**config.mk**
```make
export PLATFORM = sky130hd
export DESIGN_NAME = ckout_sel_top
export DESIGN_NICKNAME = d
export VERILOG_FILES = /design/src/rtl/ckout_pkg.sv /design/src/rtl/ckout_ctrl_reg.sv /design/src/rtl/ckout_div_chain.sv /design/src/rtl/ckout_tmr_toggle.sv /design/src/rtl/ckout_src_mux.sv /design/src/rtl/ckout_sel_top.sv
export SDC_FILE = /design/constraint.sdc
export NUM_CORES = 1
export LEC_CHECK = 0
export BUFFER_PORTS_ARGS = -buffer_cell sky130_fd_sc_hd__buf_2
export CORE_MARGIN = 4
export CORE_UTILIZATION = 44
export DETAILED_ROUTE_END_ITERATION = 7
export GPL_TIMING_DRIVEN = 0
export PLACE_DENSITY = 0.81
export SLEW_MARGIN = 40
export SYNTH_ARGS = -nofsm -noshare
export SYNTH_HDL_FRONTEND = slang
export SYNTH_SLANG_ARGS = --single-unit
```
**constraint.sdc**
```tcl
create_clock -name xtal_clk -period 1.6 [get_ports xtal_clk]
set_input_delay 0.16 -clock xtal_clk [delete_from_list [all_inputs] [get_ports xtal_clk]]
set_output_delay 0.16 -clock xtal_clk [all_outputs]
set_load 0.01 [all_outputs]
```
**src/rtl/ckout_pkg.sv**
```systemverilog
package ckout_pkg;
   localparam int CK_REG_W   = 8;
   localparam int CK_SEL_W   = 4;
   localparam int CK_FB_W    = 5;

   localparam logic [CK_SEL_W-1:0] SRC_GPIO     = 4'h0;
   localparam logic [CK_SEL_W-1:0] SRC_PLL      = 4'h1;
   localparam logic [CK_SEL_W-1:0] SRC_LOW      = 4'h2;
   localparam logic [CK_SEL_W-1:0] SRC_HIGH     = 4'h3;
   localparam logic [CK_SEL_W-1:0] SRC_XTAL     = 4'h4;
   localparam logic [CK_SEL_W-1:0] SRC_DIV_BASE = 4'h5;
   localparam logic [CK_SEL_W-1:0] SRC_TMR_BASE = 4'h8;

   typedef struct packed {
      logic [CK_SEL_W-1:0] src;
      logic                drive_en;
      logic                pll_off;
      logic [1:0]          fb_code;
   } ck_ctrl_t;
endpackage

```
**src/rtl/ckout_ctrl_reg.sv**
```systemverilog
module ckout_ctrl_reg
   import ckout_pkg::*;
#(
   parameter int FB_W     = CK_FB_W,
   parameter int FB_DIV_A = 23,
   parameter int FB_DIV_B = 27,
   parameter int FB_DIV_C = 28
) (
   input  logic                clk,
   input  logic                rst,
   input  logic                wr_en,
   input  logic [CK_REG_W-1:0] wr_data,
   output ck_ctrl_t            ctrl,
   output logic [FB_W-1:0]     fb_div
);
   localparam int FB_MAX = (FB_DIV_A > FB_DIV_B) ?
                           ((FB_DIV_A > FB_DIV_C) ? FB_DIV_A : FB_DIV_C) :
                           ((FB_DIV_B > FB_DIV_C) ? FB_DIV_B : FB_DIV_C);

   if (FB_MAX >= (1 << FB_W)) begin : g_fb_w_chk
      $error("FB_W too narrow for the largest divide value");
   end
   if ($bits(ck_ctrl_t) != CK_REG_W) begin : g_reg_w_chk
      $error("control struct width must equal register width");
   end

   ck_ctrl_t ctrl_q;

   always_ff @(posedge clk) begin
      if (rst)        ctrl_q <= '0;
      else if (wr_en) ctrl_q <= ck_ctrl_t'(wr_data);
   end

   always_comb begin
      unique case (ctrl_q.fb_code)
         2'b01:   fb_div = FB_W'(FB_DIV_B);
         2'b10:   fb_div = FB_W'(FB_DIV_C);
         default: fb_div = FB_W'(FB_DIV_A);
      endcase
   end

   assign ctrl = ctrl_q;

   AST_WR_LANDS: assert property (@(posedge clk) disable iff (rst)
      wr_en |=> ctrl_q == $past(ck_ctrl_t'(wr_data)));
   AST_HOLD_NO_WR: assert property (@(posedge clk) disable iff (rst)
      !wr_en |=> $stable(ctrl_q));
   AST_FB_LEGAL: assert property (@(posedge clk) disable iff (rst)
      fb_div == FB_W'(FB_DIV_A) || fb_div == FB_W'(FB_DIV_B) ||
      fb_div == FB_W'(FB_DIV_C));
endmodule

```
**src/rtl/ckout_div_chain.sv**
```systemverilog
module ckout_div_chain #(
   parameter int STAGES = 3
) (
   input  logic              clk,
   input  logic              rst,
   output logic [STAGES-1:0] taps
);
   if (STAGES < 1 || STAGES > 16) begin : g_stage_chk
      $error("STAGES out of range");
   end

   logic [STAGES-1:0] cnt_q;

   always_ff @(posedge clk) begin
      if (rst) cnt_q <= '0;
      else     cnt_q <= cnt_q + 1'b1;
   end

   for (genvar i = 0; i < STAGES; i++) begin : g_tap
      assign taps[i] = cnt_q[i];
   end

   AST_DIV_STEP: assert property (@(posedge clk) disable iff (rst)
      !rst |=> cnt_q == $past(cnt_q) + 1'b1);
   AST_DIV_LSB_FLIPS: assert property (@(posedge clk) disable iff (rst)
      !rst |=> taps[0] != $past(taps[0]));
endmodule

```
**src/rtl/ckout_tmr_toggle.sv**
```systemverilog
module ckout_tmr_toggle #(
   parameter int NUM_TMR = 4,
   parameter int IDX_W   = (NUM_TMR > 1) ? $clog2(NUM_TMR) : 1
) (
   input  logic               clk,
   input  logic               rst,
   input  logic               wr_en,
   input  logic               armed,
   input  logic [IDX_W-1:0]   idx,
   input  logic [NUM_TMR-1:0] tmr_ovf,
   output logic               tgl
);
   if (NUM_TMR < 1) begin : g_tmr_chk
      $error("NUM_TMR must be at least one");
   end

   logic tgl_q;
   logic hit;

   assign hit = armed && (32'(idx) < NUM_TMR) && tmr_ovf[idx];

   always_ff @(posedge clk) begin
      if (rst)        tgl_q <= 1'b0;
      else if (wr_en) tgl_q <= 1'b0;
      else if (hit)   tgl_q <= ~tgl_q;
   end

   assign tgl = tgl_q;

   AST_TGL_CLEAR: assert property (@(posedge clk) disable iff (rst)
      wr_en |=> !tgl);
   AST_TGL_QUIET: assert property (@(posedge clk) disable iff (rst)
      (!wr_en && !(|tmr_ovf)) |=> $stable(tgl));
   AST_TGL_DISARMED: assert property (@(posedge clk) disable iff (rst)
      (!wr_en && !armed) |=> $stable(tgl));
endmodule

```
**src/rtl/ckout_src_mux.sv**
```systemverilog
module ckout_src_mux
   import ckout_pkg::*;
#(
   parameter int STAGES  = 3,
   parameter int NUM_TMR = 4
) (
   input  logic [CK_SEL_W-1:0] src,
   input  logic                drive_en,
   input  logic                xtal_clk,
   input  logic                pll_clk,
   input  logic                gpio_out,
   input  logic [STAGES-1:0]   taps,
   input  logic                tgl,
   output logic                pin_out,
   output logic                pin_oe
);
   localparam int DIV_LO = int'(SRC_DIV_BASE);
   localparam int TMR_LO = int'(SRC_TMR_BASE);

   if (DIV_LO + STAGES > TMR_LO) begin : g_div_room
      $error("divider codes overlap timer codes");
   end
   if (TMR_LO + NUM_TMR > (1 << CK_SEL_W)) begin : g_tmr_room
      $error("timer codes exceed select field");
   end

   logic div_hit, div_val;

   always_comb begin
      div_hit = 1'b0;
      div_val = 1'b0;
      for (int i = 0; i < STAGES; i++) begin
         if (32'(src) == DIV_LO + i) begin
            div_hit = 1'b1;
            div_val = taps[i];
         end
      end
   end

   always_comb begin
      pin_oe  = 1'b1;
      pin_out = 1'b0;
      if (src == SRC_GPIO) begin
         pin_oe  = 1'b0;
         pin_out = gpio_out;
      end else if (drive_en) begin
         if (src == SRC_PLL)                    pin_out = pll_clk;
         else if (src == SRC_HIGH)              pin_out = 1'b1;
         else if (src == SRC_XTAL)              pin_out = xtal_clk;
         else if (div_hit)                      pin_out = div_val;
         else if (32'(src) >= TMR_LO &&
                  32'(src) <  TMR_LO + NUM_TMR) pin_out = tgl;
      end
   end
endmodule

```
**src/rtl/ckout_sel_top.sv**
```systemverilog
module ckout_sel_top
   import ckout_pkg::*;
#(
   parameter int STAGES  = 3,
   parameter int NUM_TMR = 4,
   parameter int FB_W    = CK_FB_W
) (
   input  logic                xtal_clk,
   input  logic                rst,
   input  logic                wr_en,
   input  logic [CK_REG_W-1:0] wr_data,
   input  logic [NUM_TMR-1:0]  tmr_ovf,
   input  logic                pll_clk,
   input  logic                gpio_out,
   output logic                pin_out,
   output logic                pin_oe,
   output logic                pll_pd,
   output logic [FB_W-1:0]     pll_fb_div
);
   localparam int IDX_W = (NUM_TMR > 1) ? $clog2(NUM_TMR) : 1;

   ck_ctrl_t          ctrl;
   logic [STAGES-1:0] taps;
   logic              tgl;
   logic              armed;
   logic [IDX_W-1:0]  tmr_idx;
   logic [CK_SEL_W-1:0] rel;

   assign rel     = ctrl.src - SRC_TMR_BASE;
   assign armed   = (ctrl.src >= SRC_TMR_BASE) && (32'(rel) < NUM_TMR);
   assign tmr_idx = rel[IDX_W-1:0];

   ckout_ctrl_reg #(.FB_W(FB_W)) u_reg (
      .clk(xtal_clk), .rst(rst), .wr_en(wr_en), .wr_data(wr_data),
      .ctrl(ctrl), .fb_div(pll_fb_div));

   ckout_div_chain #(.STAGES(STAGES)) u_div (
      .clk(xtal_clk), .rst(rst), .taps(taps));

   ckout_tmr_toggle #(.NUM_TMR(NUM_TMR), .IDX_W(IDX_W)) u_tgl (
      .clk(xtal_clk), .rst(rst), .wr_en(wr_en), .armed(armed),
      .idx(tmr_idx), .tmr_ovf(tmr_ovf), .tgl(tgl));

   ckout_src_mux #(.STAGES(STAGES), .NUM_TMR(NUM_TMR)) u_mux (
      .src(ctrl.src), .drive_en(ctrl.drive_en), .xtal_clk(xtal_clk),
      .pll_clk(pll_clk), .gpio_out(gpio_out), .taps(taps), .tgl(tgl),
      .pin_out(pin_out), .pin_oe(pin_oe));

   assign pll_pd = ctrl.pll_off;

   AST_GPIO_HANDOFF: assert property (@(posedge xtal_clk) disable iff (rst)
      !pin_oe |-> pin_out == gpio_out);
   AST_OFF_LOW: assert property (@(posedge xtal_clk) disable iff (rst)
      (!ctrl.drive_en && ctrl.src != SRC_GPIO) |-> (pin_oe && !pin_out));
   AST_RSVD_LOW: assert property (@(posedge xtal_clk) disable iff (rst)
      (ctrl.src >= 4'hC) |-> (pin_oe && !pin_out));
   AST_RESET_RELEASE: assert property (@(posedge xtal_clk)
      rst |=> (!pin_oe && !pll_pd));
endmodule

```
==> results.cfg, run 1 <==
[clock_tree]
clk_latency_ps = 380
clkTransAtPathRegs_ps = 70
cts_tree = done

[floorplanning]
ios = 25
start_util_pct = 49.6
die_h_um = 44.6
die_area_um2 = 1990
die_w_um = 44.6
placementRows = 12
core-area_um2 = 1190

[routing]
drc = 0
routed_wl_mm = 1.18
vias = 505
drt_iter0_drc = 13
drtAntennaViolNets = 0
dr.pass1.iters = 4
via_per_inst = 4.81
routedWlPerCell_um = 11.2

[setup_path]
path_max_fanout = 2
r2r_end = u_tgl.tgl$_SDFFE_PP0P_
cp_slowest_cell = mux2_4
r2r_start = u_reg.ctrl[4]$_SDFFE_PP0P_
path_cells = buf_8 -> mux2_4 -> a21oi_2 -> nor4bb_1 -> or2_1 -> buf_2
rrSetupSlack_ps = 190
critPathCaptureType = output port
critPathMaxStageDelay_ps = 260
cp_top_family = simple AND/OR/NAND/NOR gates
required_ps = 1440
cp-start-kind = clock port
cp.arrival_ps = 1670
critPathBufInv = 2
crit_type = clk -> out
rr_worst_depth = 5
cp-startpoint = xtal_clk

[timing]
hold_viol = 0
setup_viol = 4
setup_ws_ps = -233
setup_tns_ps = -233
skew_ps = 3.95
rsz0062_at_grt = true
whs_ps = 11.7
slew_violations = 0

[outcome]
violations = setup timing
outcome = complete, but fails checks

[grt]
use_met1_pct = 14.9
antenna_found_initial = 0
grt_pass1_vias = 469
grt-ovfl-total = 0
grt.total_usage_pct = 13.3
grt_pass1_wl_mm = 1.84
grt.busiest_layer = met2
grt_max_degree = 11
met3_usage_pct = 8.54
use_met2_pct = 18.3

[layout]
antenna_cells = 0
area_growth_pct = 38.9
stdcell_count = 105
layout-drive-gt1-share_pct = 44.0
fin_nets = 112
fin_area_um2 = 817
fillCellCount = 112
fin_util_pct = 68.9

[yosys]
ys_ff_latch = 12
netlist_area_um2 = 588
synth.distinct_cells = 24
syn-num-nets = 80
yosys_warnings = 0
synthCells = 60
yosysSeqAreaShare_pct = 40.9
syn_area_per_cell_um2 = 9.80

[min_path]
worstHoldStart = wr_data[2]
hold_depth = 3
hp-class = in -> reg
hold_end = u_reg.ctrl[2]$_SDFFE_PP0P_

[placement]
dp_slack_ps = -98.1
place.gp.congestion = 0.773
placedCellCount = 96
port-buffer-count = 22
post_dp_cell_area_um2 = 719
hpwl_um = 889

[pwr]
total_power_mw = 0.838
p_per_area_nw_per_um2 = 1030
vdd_drop_max_uv = 537
p_leak_nw = 0.402

[run]
cap_violations = 0
==> registers in the layout (all words and copies together), names as in the netlist <==
register    count
u_div.taps      3
u_reg.ctrl      8
u_tgl.tgl       1
==> worst min-delay path, delay by kind of cell <==
kind,cells,cell delay [ps]
buffers and inverters,1,70
and+or+nand+nor,1,70
muxes,1,50
==> cell usage in the layout (no fill, tap or decap), types with 3 or more instances in the layout <==
| cell | count |
|---|---|
| buf_2 | 23 |
| nor2_1 | 10 |
| dfxtp_1 | 10 |
| mux2i_1 | 9 |
| inv_1 | 6 |
| buf_4 | 4 |
| clkbuf_4 | 4 |
| ha_1 | 3 |
==> per-layer routing <==
layer | wire length [um] | vias up
met5 | 0 | -
met4 | 14 | 0
met3 | 106 | 4
met2 | 533 | 20
met1 | 523 | 219
li1 | - | 262
==> synthesized netlist by cell type (all sizes together) <==
master,count,area [um^2]
xor2,1,8.76
mux2i,9,90.1
or2,1,6.26
a21oi,1,5.00
inv,6,22.5
or4,1,7.51
a2111oi,1,8.76
dfxtp,12,240
conb,1,3.75
nor2,10,37.5
nor4bb,1,10.0
xnor2,1,8.76
mux2,1,11.3
ha,3,37.5
nand4b,1,8.76
nor2b,1,6.26
a31oi,1,6.26
nor3,1,10.0
buf,4,23.8
o21ai,1,5.00
mux4,1,22.5
nand3b,1,7.51
==> power breakdown <==
group	switching (mW)	internal (mW)	leakage [nW]
clock network	0.123	0.267	0.0539
logic	0.0473	0.0643	0.248
registers	0.0190	0.317	0.100
total	0.189	0.649	0.402
==> worst max path at each step <==
stage                   end  depth (start not counted)  slack [ps]
global placement    pin_out                          5        -100
finish              pin_out                          6        -230
global route        pin_out                          6        -280
detailed placement  pin_out                          5        -100
floorplan           pin_out                          4         -20
CTS                 pin_out                          6        -300
==> cells by family (layout without fill, tap and decap cells) <==
kind of cell / count (synthesis) / after routing / share of synthesized area, %
other cells: 1 / 1 / 0.638
mux: 11 / 11 / 21.1
compound gates: 4 / 4 / 4.25
fa+ha+maj: 3 / 3 / 6.38
simple gates: 17 / 17 / 16.0
flops: 12 / 12 / 40.9
xor+xnor: 2 / 2 / 2.98
buf+inv: 10 / 41 / 7.87
==> timing repair <==
action                                  CTS  global route
cloned                                    0             0
hold buffers                              1             0
endpoints found under the setup margin    5             5
gates resized for setup                   5             3
endpoints found under the hold margin     2             0
pin swaps                                 3             3
buffers inserted                          0             2
==> final cells by class <==
class                      count  area, um^2  share of cell area [%]
buffer                         4        23.8                    2.91
clock buffer                   7        63.8                    7.81
inverter                       6        22.5                    2.76
multi-input combinational     38         314                    38.4
sequential                    12         245                    30.0
tap                           14        17.5                    2.14
timing repair buffer          24         130                    15.9
No activity file was read; power rests on OpenSTA's default activity.
==> run 2, diff against run 1 <==
CELL_PAD_IN_SITES_DETAIL_PLACEMENT = 0   (was default)
CELL_PAD_IN_SITES_GLOBAL_PLACEMENT = 1   (was default)
CORE_UTILIZATION = 32   (was 44)
PLACE_DENSITY = 0.8   (was 0.81)
==> results.cfg, run 2 (synthesis results as in run 1) <==
[floorplanning]
die_w_um = 50.9
placementRows = 15
die_area_um2 = 2590
die_h_um = 50.9
core-area_um2 = 1730
start_util_pct = 34.1
ios = 25

[placement]
placedCellCount = 107
port-buffer-count = 22
place.gp.congestion = 0.749
post_dp_cell_area_um2 = 733
hpwl_um = 911

[timing]
slew_violations = 0
setup_ws_ps = -228
hold_viol = 0
rsz0062_at_grt = true
skew_ps = 0.955
setup_tns_ps = -228
setup_viol = 4

[setup_path]
rrSetupSlack_ps = 250
required_ps = 1440
rr_worst_depth = 4
cp_slowest_cell = mux2_4
path_max_fanout = 2
critPathCaptureType = output port
r2r_end = u_tgl.tgl$_SDFFE_PP0P_
cp-start-kind = clock port
critPathMaxStageDelay_ps = 260
path_cells = buf_8 -> mux2_4 -> a21oi_2 -> nor4bb_1 -> or2_1 -> buf_2
crit_type = clk -> out
critPathBufInv = 2
r2r_start = u_reg.ctrl[4]$_SDFFE_PP0P_
cp.arrival_ps = 1670
cp_top_family = simple AND/OR/NAND/NOR gates

[min_path]
hold_depth = 3
hp-class = in -> reg
worstHoldStart = wr_data[5]
hold_end = u_reg.ctrl[5]$_SDFFE_PP0P_

[pwr]
p_per_area_nw_per_um2 = 975
total_power_mw = 0.776
vdd_drop_max_uv = 540
p_leak_nw = 0.384

[layout]
layout_common_cells = buf_2 (23), nor2_1 (10), dfxtp_1 (10), mux2i_1 (9), inv_1 (6)
final_common_cell = buf_2
regArea_um2 = 243
fin_area_um2 = 796
multi_input_area_um2 = 310
stdcell_count = 113
layout-drive-gt1-share_pct = 40.9
area_growth_pct = 35.3
fin_nets = 110
antenna_cells = 0
largest_reg_flops = 8
fillCellCount = 179

[routing]
dr.pass1.iters = 2
routed_wl_mm = 1.17
routedWlPerCell_um = 10.4
vias = 485
via_per_inst = 4.29
drc = 0
drt_iter0_drc = 4
drtAntennaViolNets = 0

[clock_tree]
clkTransAtPathRegs_ps = 70
cts_tree = done
clk_latency_ps = 380
cts_setup_buffers = 0

[grt]
grt_pass1_vias = 490
grt.total_usage_pct = 10.8
grt_pass1_wl_mm = 1.94
antenna_found_initial = 0
grt-ovfl-total = 0
grt_max_degree = 11

[outcome]
outcome = complete, but fails checks
violations = setup timing

[run]
cap_violations = 0
==> run 2: changes by cell type in the layout (fill, tap and decap cells not counted), sizes merged <==
cell / delta
buf: -2
clkbuf: -1
==> run 2: how the worst max path moves through the flow <==
stage / start / cells after the start / endpoint / slack, ps
floorplan: xtal_clk / 4 / pin_out / -20
global placement: xtal_clk / 5 / pin_out / -100
detailed placement: xtal_clk / 5 / pin_out / -100
CTS: xtal_clk / 6 / pin_out / -300
global route: xtal_clk / 6 / pin_out / -290
finish: xtal_clk / 6 / pin_out / -230
==> run 2: final cells by class <==
cell class                      count  area share, %
Multi-Input combinational cell     38           39.0
Timing Repair Buffer               22           14.5
Clock buffer                        6           6.29
Tap cell                           25           3.93
Inverter                            6           2.83
Buffer                              4           2.99
Sequential cell                    12           30.5
==> run 2: report_power, final <==
| group | total, mW | internal, mW | switching (mW) |
|---|---|---|---|
| clock network | 0.336 | 0.216 | 0.120 |
| registers | 0.337 | 0.318 | 0.0185 |
| logic | 0.104 | 0.0582 | 0.0455 |
| total | 0.776 | 0.592 | 0.184 |
==> run 2: repair_timing <==
action | CTS | global route
endpoints found under the setup margin | 5 | 5
gates cloned | 0 | 0
hold endpoints to repair | 2 | 0
pin swaps | 3 | 3
gates resized for setup | 5 | 1
hold buffers | 1 | 0
==> run 2: metrics by stage <==
step,hold WS [ps],utilization (%),setup slack [ps]
after floorplan,231,-,-15.1
after global placement,370,42.5,-97.5
after detailed placement,376,42.5,-98.7
after CTS,9.90,46.0,-299
after global routing,18.5,46.1,-286
final,15.3,46.1,-228
==> run 2: layer usage <==
layer  vias to the layer above  wire (um)  track usage (%)
met5                         -          0                0
met4                         0         19             9.87
met2                        19        508             14.8
li1                        258          -                -
met3                         2         92             6.71
met1                       206        551             11.3
==> run 2: worst register-to-register path, cell delays in order, from the launching register on <==
cell,delay [ps]
dfxtp_2,390
mux4_2,510
nand3b_1,110
xor2_1,180
nor3_2,50
